==> config.mk <==
export PLATFORM = sky130hd
export DESIGN_NAME = bytenet_ctrl
export DESIGN_NICKNAME = d
export VERILOG_FILES = /design/src/rtl/bytenet_pkg.sv /design/src/rtl/bytenet_rx.sv /design/src/rtl/bytenet_tx.sv /design/src/rtl/bytenet_irq.sv /design/src/rtl/bytenet_ctrl.sv
export SDC_FILE = /design/constraint.sdc
export NUM_CORES = 1
export LEC_CHECK = 0
export ABC_AREA = 1
export BUFFER_PORTS_ARGS = -buffer_cell sky130_fd_sc_hd__buf_4
export CORE_UTILIZATION = 30
export CTS_BUF_LIST = sky130_fd_sc_hd__clkbuf_8
export DETAILED_ROUTE_END_ITERATION = 10
export GPL_TIMING_DRIVEN = 0
export PLACE_DENSITY = 0.56
export SYNTH_ARGS = -nofsm -noshare
export SYNTH_HDL_FRONTEND = slang
export SYNTH_SLANG_ARGS = --single-unit
==> constraint.sdc <==
create_clock -name clk -period 6 [get_ports clk]
set_input_delay 1.8 -clock clk [delete_from_list [all_inputs] [get_ports clk]]
set_output_delay 1.8 -clock clk [all_outputs]
set_load 0.03 [all_outputs]
==> src/rtl/bytenet_pkg.sv <==
package bytenet_pkg;
    localparam int ADDR_W = 6;

    localparam logic [ADDR_W-1:0] OFF_ID_LO = 6'h00;
    localparam logic [ADDR_W-1:0] OFF_ID_HI = 6'h04;
    localparam logic [ADDR_W-1:0] OFF_BUSY  = 6'h08;
    localparam logic [ADDR_W-1:0] OFF_RXCNT = 6'h0C;
    localparam logic [ADDR_W-1:0] OFF_TXCNT = 6'h10;
    localparam logic [ADDR_W-1:0] OFF_ICTL  = 6'h14;
    localparam logic [ADDR_W-1:0] OFF_RXDAT = 6'h1C;
    localparam logic [ADDR_W-1:0] OFF_TXDAT = 6'h20;

    // First character in the least significant byte, version digit last.
    localparam logic [63:0] DEV_ID = "1FITENSB";

    localparam int BIT_TXDONE = 0;
    localparam int BIT_RXAVL  = 1;
    localparam int BIT_TEST   = 31;
endpackage

==> src/rtl/bytenet_rx.sv <==
module bytenet_rx #(
    parameter int DEPTH = 32,
    parameter int CNT_W = $clog2(DEPTH + 1)
) (
    input  logic             clk,
    input  logic             rst_n,
    input  logic             in_valid,
    input  logic [7:0]       in_data,
    input  logic             in_last,
    output logic             in_ready,
    input  logic             hold,
    input  logic             pop,
    output logic [CNT_W-1:0] cnt,
    output logic [7:0]       head_byte,
    output logic             frame_done,
    output logic             in_frame
);
    localparam int AW = $clog2(DEPTH);
    localparam logic [CNT_W-1:0] DEPTH_C = CNT_W'(DEPTH);
    localparam logic [CNT_W-1:0] ONE_C   = CNT_W'(1);

    typedef struct packed {
        logic [CNT_W-1:0] fill;
        logic [CNT_W-1:0] cnt;
        logic [AW-1:0]    rptr;
        logic             infr;
    } rx_state_t;

    rx_state_t q, d;
    logic [7:0] mem_q [DEPTH];
    logic       mem_we;
    logic       accept;
    logic       pending;

    assign pending  = (q.cnt != '0);
    assign in_ready = !pending && !hold;
    assign accept   = in_valid && in_ready;

    always_comb begin
        d          = q;
        frame_done = 1'b0;
        mem_we     = 1'b0;
        if (accept) begin
            if (q.fill < DEPTH_C) begin
                mem_we = 1'b1;
            end
            if (in_last) begin
                d.cnt      = (q.fill < DEPTH_C) ? q.fill + ONE_C : q.fill;
                d.fill     = '0;
                d.rptr     = '0;
                d.infr     = 1'b0;
                frame_done = 1'b1;
            end else begin
                d.fill = (q.fill < DEPTH_C) ? q.fill + ONE_C : q.fill;
                d.infr = 1'b1;
            end
        end
        if (pop && pending) begin
            d.cnt  = q.cnt - ONE_C;
            d.rptr = q.rptr + 1'b1;
        end
    end

    always_ff @(posedge clk) begin
        if (!rst_n) begin
            q <= '0;
        end else begin
            q <= d;
        end
    end

    always_ff @(posedge clk) begin
        if (mem_we) begin
            mem_q[q.fill[AW-1:0]] <= in_data;
        end
    end

    assign cnt       = q.cnt;
    assign head_byte = mem_q[q.rptr];
    assign in_frame  = q.infr;


    rx_count_bound_chk: assert property (@(posedge clk) disable iff (!rst_n)
        q.cnt <= DEPTH_C);

    rx_load_on_last_chk: assert property (@(posedge clk) disable iff (!rst_n)
        (in_valid && in_ready && in_last) |=> (q.cnt != '0));

    rx_pop_step_chk: assert property (@(posedge clk) disable iff (!rst_n)
        (pop && q.cnt != '0) |=> (q.cnt == $past(q.cnt) - ONE_C));
endmodule

==> src/rtl/bytenet_tx.sv <==
module bytenet_tx #(
    parameter int DEPTH = 32,
    parameter int CNT_W = $clog2(DEPTH + 1)
) (
    input  logic             clk,
    input  logic             rst_n,
    input  logic             len_we,
    input  logic [31:0]      len_wdata,
    input  logic             dat_we,
    input  logic [7:0]       dat_wdata,
    output logic [CNT_W-1:0] len,
    output logic             out_valid,
    output logic [7:0]       out_data,
    output logic             out_last,
    input  logic             out_ready,
    output logic             sent,
    output logic             active
);
    localparam int AW = $clog2(DEPTH);
    localparam logic [CNT_W-1:0] DEPTH_C = CNT_W'(DEPTH);
    localparam logic [CNT_W-1:0] ONE_C   = CNT_W'(1);

    typedef struct packed {
        logic [CNT_W-1:0] len;
        logic [CNT_W-1:0] wcnt;
        logic [CNT_W-1:0] total;
        logic [CNT_W-1:0] rptr;
        logic             stream;
    } tx_state_t;

    tx_state_t q, d;
    logic [7:0] mem_q [DEPTH];
    logic       mem_we;
    logic       idle;

    assign idle     = (q.len == '0) && !q.stream;
    assign out_valid = q.stream;
    assign out_data  = mem_q[q.rptr[AW-1:0]];
    assign out_last  = q.stream && (q.rptr + ONE_C == q.total);

    always_comb begin
        d      = q;
        sent   = 1'b0;
        mem_we = 1'b0;
        if (len_we && idle && len_wdata != 32'd0) begin
            d.len  = (len_wdata > 32'(DEPTH)) ? DEPTH_C : len_wdata[CNT_W-1:0];
            d.wcnt = '0;
        end else if (dat_we && q.len != '0) begin
            mem_we = 1'b1;
            d.wcnt = q.wcnt + ONE_C;
            if (q.wcnt + ONE_C == q.len) begin
                d.total  = q.len;
                d.len    = '0;
                d.stream = 1'b1;
                d.rptr   = '0;
            end
        end
        if (q.stream && out_ready) begin
            if (out_last) begin
                d.stream = 1'b0;
                sent     = 1'b1;
            end else begin
                d.rptr = q.rptr + ONE_C;
            end
        end
    end

    always_ff @(posedge clk) begin
        if (!rst_n) begin
            q <= '0;
        end else begin
            q <= d;
        end
    end

    always_ff @(posedge clk) begin
        if (mem_we) begin
            mem_q[q.wcnt[AW-1:0]] <= dat_wdata;
        end
    end

    assign len    = q.len;
    assign active = !idle;


    tx_hold_steady_chk: assert property (@(posedge clk) disable iff (!rst_n)
        (out_valid && !out_ready) |=> (out_valid && $stable(out_data)));

    tx_len_vs_stream_chk: assert property (@(posedge clk) disable iff (!rst_n)
        (q.len != '0) |-> !q.stream);

    tx_sent_ends_chk: assert property (@(posedge clk) disable iff (!rst_n)
        sent |=> !out_valid);
endmodule

==> src/rtl/bytenet_irq.sv <==
module bytenet_irq (
    input  logic        clk,
    input  logic        rst_n,
    input  logic        set_tx,
    input  logic        set_rx,
    input  logic        ctl_we,
    input  logic [31:0] ctl_wdata,
    input  logic        ctl_rd,
    output logic [31:0] ctl_val,
    output logic        irq
);
    import bytenet_pkg::*;

    typedef struct packed {
        logic txd;
        logic rxd;
        logic tst;
    } irq_state_t;

    irq_state_t q, d;

    always_comb begin
        d = q;
        if (ctl_we) begin
            if (ctl_wdata == 32'd0) begin
                d.tst = 1'b0;
            end else begin
                if (ctl_wdata[BIT_TXDONE]) d.txd = 1'b0;
                if (ctl_wdata[BIT_RXAVL])  d.rxd = 1'b0;
                if (ctl_wdata[BIT_TEST])   d.tst = 1'b1;
            end
        end
        if (ctl_rd) begin
            d.tst = 1'b0;
        end
        if (set_tx) d.txd = 1'b1;
        if (set_rx) d.rxd = 1'b1;
    end

    always_ff @(posedge clk) begin
        if (!rst_n) begin
            q <= '0;
        end else begin
            q <= d;
        end
    end

    always_comb begin
        ctl_val             = '0;
        ctl_val[BIT_TXDONE] = q.txd;
        ctl_val[BIT_RXAVL]  = q.rxd;
        ctl_val[BIT_TEST]   = q.tst;
    end

    assign irq = q.txd | q.rxd | q.tst;


    irq_rx_sets_chk: assert property (@(posedge clk) disable iff (!rst_n)
        set_rx |=> q.rxd);

    irq_test_read_clear_chk: assert property (@(posedge clk) disable iff (!rst_n)
        (ctl_rd && !ctl_we) |=> !q.tst);

    irq_tx_sets_chk: assert property (@(posedge clk) disable iff (!rst_n)
        set_tx |=> q.txd);
endmodule

==> src/rtl/bytenet_ctrl.sv <==
module bytenet_ctrl #(
    parameter int DEPTH = 32
) (
    input  logic        clk,
    input  logic        rst_n,
    input  logic        bus_sel,
    input  logic        bus_wr,
    input  logic [5:0]  bus_addr,
    input  logic [31:0] bus_wdata,
    output logic [31:0] bus_rdata,
    output logic        bus_rvalid,
    input  logic        rx_valid,
    input  logic [7:0]  rx_data,
    input  logic        rx_last,
    output logic        rx_ready,
    output logic        tx_valid,
    output logic [7:0]  tx_data,
    output logic        tx_last,
    input  logic        tx_ready,
    output logic        irq
);
    import bytenet_pkg::*;

    localparam int CNT_W = $clog2(DEPTH + 1);

    typedef struct packed {
        logic [31:0] rdata;
        logic        rvalid;
    } rd_state_t;

    rd_state_t q, d;

    logic             rd_en, wr_en;
    logic [CNT_W-1:0] rx_cnt, tx_len;
    logic [7:0]       rx_head;
    logic             rx_done, rx_infr, tx_sent, tx_active;
    logic [31:0]      ictl_val;
    logic             busy;

    assign rd_en = bus_sel && !bus_wr;
    assign wr_en = bus_sel && bus_wr;

    bytenet_irq u_irq (
        .clk       (clk),
        .rst_n     (rst_n),
        .set_tx    (tx_sent),
        .set_rx    (rx_done),
        .ctl_we    (wr_en && bus_addr == OFF_ICTL),
        .ctl_wdata (bus_wdata),
        .ctl_rd    (rd_en && bus_addr == OFF_ICTL),
        .ctl_val   (ictl_val),
        .irq       (irq)
    );

    bytenet_rx #(.DEPTH(DEPTH), .CNT_W(CNT_W)) u_rx (
        .clk        (clk),
        .rst_n      (rst_n),
        .in_valid   (rx_valid),
        .in_data    (rx_data),
        .in_last    (rx_last),
        .in_ready   (rx_ready),
        .hold       (ictl_val[BIT_RXAVL]),
        .pop        (rd_en && bus_addr == OFF_RXDAT),
        .cnt        (rx_cnt),
        .head_byte  (rx_head),
        .frame_done (rx_done),
        .in_frame   (rx_infr)
    );

    bytenet_tx #(.DEPTH(DEPTH), .CNT_W(CNT_W)) u_tx (
        .clk       (clk),
        .rst_n     (rst_n),
        .len_we    (wr_en && bus_addr == OFF_TXCNT),
        .len_wdata (bus_wdata),
        .dat_we    (wr_en && bus_addr == OFF_TXDAT),
        .dat_wdata (bus_wdata[7:0]),
        .len       (tx_len),
        .out_valid (tx_valid),
        .out_data  (tx_data),
        .out_last  (tx_last),
        .out_ready (tx_ready),
        .sent      (tx_sent),
        .active    (tx_active)
    );

    assign busy = rx_infr || tx_active;

    always_comb begin
        d        = q;
        d.rvalid = rd_en;
        if (rd_en) begin
            case (bus_addr)
                OFF_ID_LO: d.rdata = DEV_ID[31:0];
                OFF_ID_HI: d.rdata = DEV_ID[63:32];
                OFF_BUSY:  d.rdata = {31'd0, busy};
                OFF_RXCNT: d.rdata = 32'(rx_cnt);
                OFF_TXCNT: d.rdata = 32'(tx_len);
                OFF_ICTL:  d.rdata = ictl_val;
                OFF_RXDAT: d.rdata = (rx_cnt != '0) ? {24'd0, rx_head} : 32'd0;
                default:   d.rdata = 32'd0;
            endcase
        end
    end

    always_ff @(posedge clk) begin
        if (!rst_n) begin
            q <= '0;
        end else begin
            q <= d;
        end
    end

    assign bus_rdata  = q.rdata;
    assign bus_rvalid = q.rvalid;


    rx_refuse_when_flagged_chk: assert property (@(posedge clk) disable iff (!rst_n)
        ictl_val[BIT_RXAVL] |-> !rx_ready);

    irq_matches_bits_chk: assert property (@(posedge clk) disable iff (!rst_n)
        irq == (ictl_val[BIT_TXDONE] | ictl_val[BIT_RXAVL] | ictl_val[BIT_TEST]));
endmodule

After elaboration in Yosys (flattened, before gate mapping)

Memory sizes are Yosys's and may differ from the RTL's. A register that Yosys moved wholly into a read port is not among the register bits.
Index checks and enable logic that the tools add are counted.

Logic and storage cells: 123
Bits in registers: 79
Memories kept: 2
Input port bits: 53
Output and inout port bits: 45
Memory bits (writable): 512

Add/sub/neg operators: 5
Magnitude comparators: 2
Muxes and demuxes: 40
Bitwise operators: 4
Reductions and logical operators: 45
Eq/ne operators: 11

Memory list:

| memory     | depth | bits a word | read ports | clocked after Yosys merged registers in | write ports | RTL line         | source |
|---|---|---|---|---|---|---|---|
| u_rx.mem_q | 32    | 8           | 1          | 1                                       | 1           | bytenet_rx.sv:30 | `logic [7:0] mem_q [DEPTH];` |
| u_tx.mem_q | 32    | 8           | 1          | 1                                       | 1           | bytenet_tx.sv:32 | `logic [7:0] mem_q [DEPTH];` |

Operators by type and width:

| kind                | count |
|---|---|
| $pmux 32 s7         | 1 |
| $gt 32x6->1 const B | 1 |
| $logic_not 32->1    | 1 |
| $reduce_bool 32->1  | 1 |
| $mux 6              | 5 |
| $mux 25             | 1 |
| $mux 12             | 2 |
| $mux 11             | 2 |
| $mux 1              | 20 |
| $add 6x1->6 const B | 3 |
| $eq 6x5->1 const B  | 3 |
| $reduce_bool 2->1   | 9 |
| $logic_and 1x1->1   | 16 |
| $mux 5              | 3 |
| $mux 7              | 2 |
| $mux 13             | 1 |
| $eq 6x4->1 const B  | 2 |
| $eq 6x6->1          | 2 |
| $logic_not 6->1     | 2 |
| $reduce_bool 6->1   | 2 |
| $reduce_and 3->1    | 3 |
| $mux 8              | 1 |
| $eq 6x3->1 const B  | 1 |
| $eq 6x6->1 const B  | 1 |
| 12 further kinds    | 22 |

Logic depth before layout (Yosys ltp)

Gate-level depths: netlist of the first run.

Depth after elaboration: 8
Gate-level depth with buffers: 14
Mapped depth without buffers: 13

Cells and area by module

Synthesis of the first run repeated with hierarchy kept, for this count alone.

Cell total of the unflattened synthesis: 2469
Area total of the unflattened synthesis: 25772.2 um^2

Modules (own cells, without submodules):

| module       | seq. area each (um^2) | times used | area each (um^2) | cells an instance |
|---|---|---|---|---|
| bytenet_rx   | 8147.8                | 1          | 11833.8          | 1105 |
| bytenet_tx   | 8187.9                | 1          | 11830.1          | 1043 |
| bytenet_ctrl | 660.6                 | 1          | 1650.3           | 243 |
| bytenet_irq  | 60.1                  | 1          | 457.9            | 78 |

Least setup slack after synthesis of the first run

Ideal clock, no wire load.

Kind: register to output
From: register u_tx.q[1] (netlist name)
To: output tx_data[3]
Data required time: 4.200 ns
Cell stages (with the launch flop): 8
Data arrival time: 1.991 ns
Path buffers: 3
Path slack: 2.209 ns
Cells stage by stage: dfxtp_1 > buf_2 > buf_2 > buf_1 > nor2_1 > o22ai_1 > a21oi_1 > o31ai_1

RTL lines:

| what      | RTL line           | source |
|---|---|---|
| to (decl) | bytenet_ctrl.sv:17 | `output logic [7:0] tx_data,` |

==> out/metrics.csv, run 1 <==
stage;metric;value;unit
synth;Post-synth EDFFs;512;
route;via count;17600;
route;vias per std cell;4.87;
placed_design;Placement Setup Slack;1500;ps
clock_network;CTS Buffer Depth;3;
floorplanning;Die Y;287;um
layout;cell area after layout;28000;um^2
clock_network;CTS tree;yes;
power_and_ir_drop;Int Pwr;0.00592;W
power_and_ir_drop;switching share of power;0.230;
floorplanning;FP Rows;104;
power_and_ir_drop;worst IR drop on VDD;0.166;mV
synth;post-synthesis sequential area ratio;0.682;
clock_network;Post-CTS Hold Fix Bufs;0;
clock_network;CTS root buf;clkbuf_8;
layout;most frequent cells in the layout;550 x nand2_1, 512 x edfxtp_1, 276 x nor2_1;
setup_path;cell mode on critical path;buf_2;
synth;synth warn;0;
setup_path;kind of critical path;flip-flop to primary output;
power_and_ir_drop;pwr dens;275;nW/um^2
route;WL/cell;20.5;um
sta;Final min period;5280;ps
setup_path;CP startpoint kind;flip-flop;
outcome;outcome;finished clean;
global_routing;GR Overflow Total;0;
clock_network;CTS Buf Count;89;
global_routing;largest net degree at the start of global routing;36;
setup_path;CP arrival;3480;ps
power_and_ir_drop;Clk pwr share;0.388;
clock_network;clk sinks;576;
synth;Yosys reg bits;576;
setup_path;Crit. End Element;primary output;
power_and_ir_drop;power share of the combinational group;0.041;
route;routed wire length;73800;um
global_routing;first-pass GRT wire length;107000;um
min_path;Hold Crit Endpoint;bus_rdata[1];
placed_design;port bufs;87;
job;MaxCap Viol Count;0;
min_path;worst min-delay path class;flip-flop to flip-flop;
global_routing;vias in the first global route;16500;
power_and_ir_drop;Switch Pwr;0.00177;W
setup_path;crit-path max cell delay;380;ps
global_routing;initial antenna violation count;1;
synth;synthesized area;24400;um^2
floorplanning;Initial Util;0.303;
layout;layout cells sized above 1;0.109;
setup_path;crit path cell chain;buf_2 -> inv_2 -> buf_2 -> buf_2 -> o21ai_0 -> o22ai_1 -> o21ai_0 -> o22ai_1 -> nand2_1 -> o31ai_1 -> buf_4;
sta;final period utilization;0.879;
power_and_ir_drop;Static Leak;10.3;nW
route;Initial DRC Count;1714;
setup_path;worst reg2reg path depth;8;
synth;Syn Area/Cell;10.6;um^2
setup_path;reg2reg setup slack;2820;ps
sta;final hold violation count;0;
sta;Tightest Pin Transition;1240;ps
floorplanning;die area;82600;um^2
min_path;hold path depth;2;
clock_network;clk_lat worst skew;690;ps
sta;setup_tns;0;ps
layout;Fill cells;8060;
setup_path;FF-to-FF End;u_rx.mem_q[29][0];
synth;Synth Flop Type;edfxtp_1;
power_and_ir_drop;Final Power;0.00770;W
sta;max frequency;190;MHz
layout;register area;16700;um^2
floorplanning;io pins;98;
global_routing;GRT Total Usage;0.176;
layout;diode count;0;
sta;unrepaired setup endpoints after global routing;false;
synth;Cell variety after synth;39;
setup_path;Crit-path slowest cell;o22ai_1;
layout;Layout area overhead;14.5;%
route;Detailed Routing Iterations Pass 1;7;
layout;most common library cell in the layout ignoring fill and taps;nand2_1;
setup_path;Critical Path RT;4200;ps
sta;setup ws final;723;ps
clock_network;Post-CTS Setup Inserts;0;
synth;Async S/R FF share, synth;0;
layout;multi-input logic area;6620;um^2
clock_network;CTS H-tree lvls;3;
setup_path;Crit Reg-Reg Startpoint;u_rx.cnt[0];
sta;final setup fails;0;
floorplanning;Die W;287;um
placed_design;Post-Place Cell Area;26400;um^2
placed_design;hpwl dp;48600;um
sta;Slew headroom;0.170;
setup_path;largest fanout on the critical path;10;
route;number of antenna-violating nets in the routed design;0;
sta;Final Slew Violations;0;
synth;Syn Inst Count;2303;
sta;clk_skew;38.7;ps
power_and_ir_drop;Flop pwr share;0.572;
clock_network;Clk pin slew, worst setup/hold paths;60;ps
layout;final net count;2555;
min_path;critical hold path startpoint;bus_rdata[1];
clock_network;CTS resizes;0;
floorplanning;Core ar.;80500;um^2
placed_design;RePlAce Congestion;0.896;
route;Post-route DRC;0;
Yosys cell counts (4+ instances only):
cell type	instances	area [um^2]
buf_4	22	165
mux2i_1	4	40.0
nor3_1	6	30.0
edfxtp_1	512	15400
nand4_1	6	37.5
xor2_1	12	105
xnor2_1	7	61.3
buf_1	8	30.0
nand3_2	4	40.0
o21ai_0	176	881
buf_2	42	210
nand3_1	214	1070
inv_2	7	26.3
o21ai_1	4	20.0
o22ai_1	72	450
clkbuf_1	64	240
inv_1	135	507
nand2_2	6	37.5
ha_1	13	163
a21oi_1	73	365
nor2_1	276	1040
dfxtp_1	64	1280
nand2_1	550	2060
registers in the layout, indices dropped and copies added (netlist names), named ones only:
signal	count
u_tx.len	6
u_tx.out_valid	1
bus_rdata	12
u_irq.ctl_val	3
u_rx.cnt	6
u_rx.q	11
u_tx.mem_q	256
bus_rvalid	1
u_rx.in_frame	1
u_tx.q	18
u_rx.mem_q	256
routing by layer:
metal,global-route usage,wire length (um)
met5,0,0
met4,0.0685,2360
met3,0.0313,5140
met2,0.277,34200
met1,0.239,32100
how the worst max path moves through the flow:
| stage | to | slack, ps | cells after the start | start |
|---|---|---|---|---|
| after global placement | tx_data[3] | 1500 | 11 | u_tx.q[1] |
| after detailed placement | tx_data[2] | 1500 | 10 | u_tx.q[1] |
| after floorplan | tx_data[3] | 2210 | 7 | u_tx.q[1] |
| final | tx_data[3] | 720 | 11 | u_tx.q[1] |
| after global routing | tx_data[3] | 570 | 10 | u_tx.q[1] |
| after CTS | tx_data[3] | 730 | 10 | u_tx.q[1] |
stage by stage:
step	cells	hold WS, ps	util
after floorplan	2311	427	-
after global placement	3458	457	0.328
after detailed placement	3458	459	0.328
after CTS	3605	468	0.347
after global routing	3605	485	0.347
final	3605	468	0.347
kinds of logic (layout without fill, tap and decap cells):
kind of cell,after synthesis,count (layout),synth area share
DFF,576,576,0.682
other,1,9,0.000153
AOI/OAI and AO/OA,337,337,0.0738
and+or+nand+nor,1072,1072,0.180
adders and majority gates,13,13,0.00666
muxes,4,4,0.00164
xor gates and xnor gates,19,19,0.00681
buffers and inverters,281,515,0.0490
layout make-up:
| type | instances | share of cell area |
|---|---|---|
| flip-flops and latches | 576 | 0.595 |
| multi-input cells | 1454 | 0.236 |
| well taps | 1060 | 0.0474 |
| clock buffers | 91 | 0.0447 |
| plain buffers | 137 | 0.0235 |
| repair buffers | 87 | 0.0233 |
| inverters | 144 | 0.0193 |
| clock inverters | 56 | 0.0102 |
power by group through the flow:
stage / combinational [W] / clock (W) / sequential [W]
2_1_floorplan: 0.000152 / 0 / 0.00448
3_3_place_gp: 0.000308 / 0 / 0.00448
3_5_place_dp: 0.000310 / 0 / 0.00448
4_1_cts: 0.000311 / 0.00303 / 0.00440
5_1_grt: 0.000335 / 0.00319 / 0.00440
6_report: 0.000312 / 0.00298 / 0.00440
worst max-delay path: cells and delay by family (launching register included):
kind	cells	cell delay [ps]
buffers and inverters	5	1290
DFF	1	310
and+or+nand+nor	1	100
AOI/OAI and AO/OA	5	1070
Power figures use the tool's default switching activity.
==> run 2, diff against run 1 <==
- CORE_UTILIZATION: 30 -> 40
- PLACE_DENSITY: 0.56 -> 0.69
- clock period: 6 -> 4.5 ns (I/O delays scaled with it)
==> out/metrics.csv, run 2 (same netlist as run 1, synthesis figures left out) <==
stage;metric;value;unit
outcome;outcome;finished clean;
sta;final hold violation count;0;
clock_network;CTS tree;yes;
clock_network;CTS Buffer Depth;3;
setup_path;largest fanout on the critical path;10;
sta;unrepaired setup endpoints after global routing;true;
route;routed wire length;72300;um
setup_path;CP startpoint kind;flip-flop;
global_routing;met3 usage;0.0416;
placed_design;RePlAce Congestion;0.910;
clock_network;CTS root buf;clkbuf_8;
sta;setup ws final;56.3;ps
setup_path;kind of critical path;flip-flop to primary output;
layout;Layout area overhead;13.7;%
sta;max frequency;225;MHz
sta;clk_skew;34.9;ps
route;number of antenna-violating nets in the routed design;0;
setup_path;CP arrival;3090;ps
clock_network;CTS Buf Count;90;
route;Initial DRC Count;2067;
placed_design;hpwl dp;47500;um
layout;most frequent cells in the layout;550 x nand2_1, 512 x edfxtp_1, 276 x nor2_1;
setup_path;Critical Path RT;3150;ps
global_routing;vias in the first global route;17500;
placed_design;Placement Setup Slack;584;ps
floorplanning;Die W;249;um
power_and_ir_drop;worst IR drop on VDD;0.265;mV
power_and_ir_drop;Static Leak;10.4;nW
route;via count;18200;
global_routing;initial antenna violation count;0;
sta;WHS;469;ps
layout;layout cells sized above 1;0.117;
route;Post-route DRC;0;
setup_path;Crit. End Element;primary output;
global_routing;largest net degree at the start of global routing;36;
global_routing;GRT Total Usage;0.229;
job;MaxCap Viol Count;0;
layout;most common library cell in the layout ignoring fill and taps;nand2_1;
global_routing;grt met2 use;0.362;
placed_design;port bufs;87;
min_path;worst min-delay path class;flip-flop to flip-flop;
floorplanning;FP Rows;90;
floorplanning;Die Y;249;um
clock_network;clk sinks;576;
global_routing;GRT met1 Usage;0.304;
route;Detailed Routing Iterations Pass 1;7;
floorplanning;Initial Util;0.405;
sta;Tightest Pin Transition;1290;ps
clock_network;clk_lat worst skew;690;ps
sta;Slew headroom;0.136;
global_routing;layer with the highest usage;met2;
floorplanning;io pins;98;
global_routing;GR Overflow Total;0;
sta;Final Slew Violations;0;
floorplanning;Core ar.;60400;um^2
power_and_ir_drop;Final Power;0.0104;W
route;WL/cell;21.6;um
route;vias per std cell;5.45;
global_routing;first-pass GRT wire length;106000;um
clock_network;CTS H-tree lvls;3;
layout;final net count;2556;
power_and_ir_drop;pwr dens;374;nW/um^2
sta;final setup fails;0;
sta;Final min period;4440;ps
clock_network;Clk pin slew, worst setup/hold paths;60;ps
floorplanning;die area;62100;um^2
sta;final period utilization;0.987;
layout;diode count;0;
==> run 2: cell count changes in the layout (fill, tap and decap cells not counted), sizes merged <==
cell,previous run,this run
clkinv,19,34
clkbuf,155,165
inv,178,167
buf,160,159
==> run 2: metrics by stage <==
step                      setup TNS [ps]  utilization  area, um^2  instances
after floorplan                        0            -       24500       2311
after global placement                 0        0.432       26100       3180
after detailed placement               0        0.432       26100       3180
after CTS                              0        0.460       27800       3340
after global routing               -94.3        0.461       27800       3340
final                                  0        0.461       27800       3340
==> run 2: worst paths after layout <==
kind / slack [ps] / end / cells after the start / from
worst max-delay path: 60 / tx_data[3] / 9 / u_tx.q[1]
worst min-delay path: 470 / u_rx.in_frame / 2 / u_rx.in_frame
worst max register to register: 1220 / u_rx.mem_q[25][2] / 8 / u_rx.cnt[0]
worst min register to register: 470 / u_rx.in_frame / 2 / u_rx.in_frame
==> run 2: repair_timing <==
action,4_1_cts,5_1_grt
endpoints found under the setup margin,7,8
gates cloned,0,0
buffers inserted,0,0
hold buffers,0,0
hold endpoints to repair,0,0
gates resized for setup,8,14
==> run 2: power breakdown <==
group | switching, W | internal [W]
Combinational | 0.000293 | 0.000120
Sequential | 0.0000182 | 0.00585
Clock | 0.00204 | 0.00209
==> run 2: layout make-up <==
class                   count  area (um^2)
clock inverters            60          288
flip-flops and latches    576        16700
inverters                 144          542
repair buffers             87          653
plain buffers             137          676
clock buffers             100         1380
well taps                 782          978
multi-input cells        1454         6630
fillers                  5579        32600
==> run 2: critical path, cell delays in order (launching register included) <==
cell	delay, ps
dfxtp_1	330
buf_2	230
clkbuf_1	530
o21ai_0	190
o22ai_1	300
o21ai_0	170
o22ai_2	220
nand2_1	90
o31ai_1	120
buf_4	230
==> run 2: per-layer routing <==
layer | wire length [um] | vias to the layer above
li1 | - | 8294
met1 | 29100 | 8653
met2 | 33200 | 1055
met3 | 6690 | 213
met4 | 3340 | 0
met5 | 0 | -
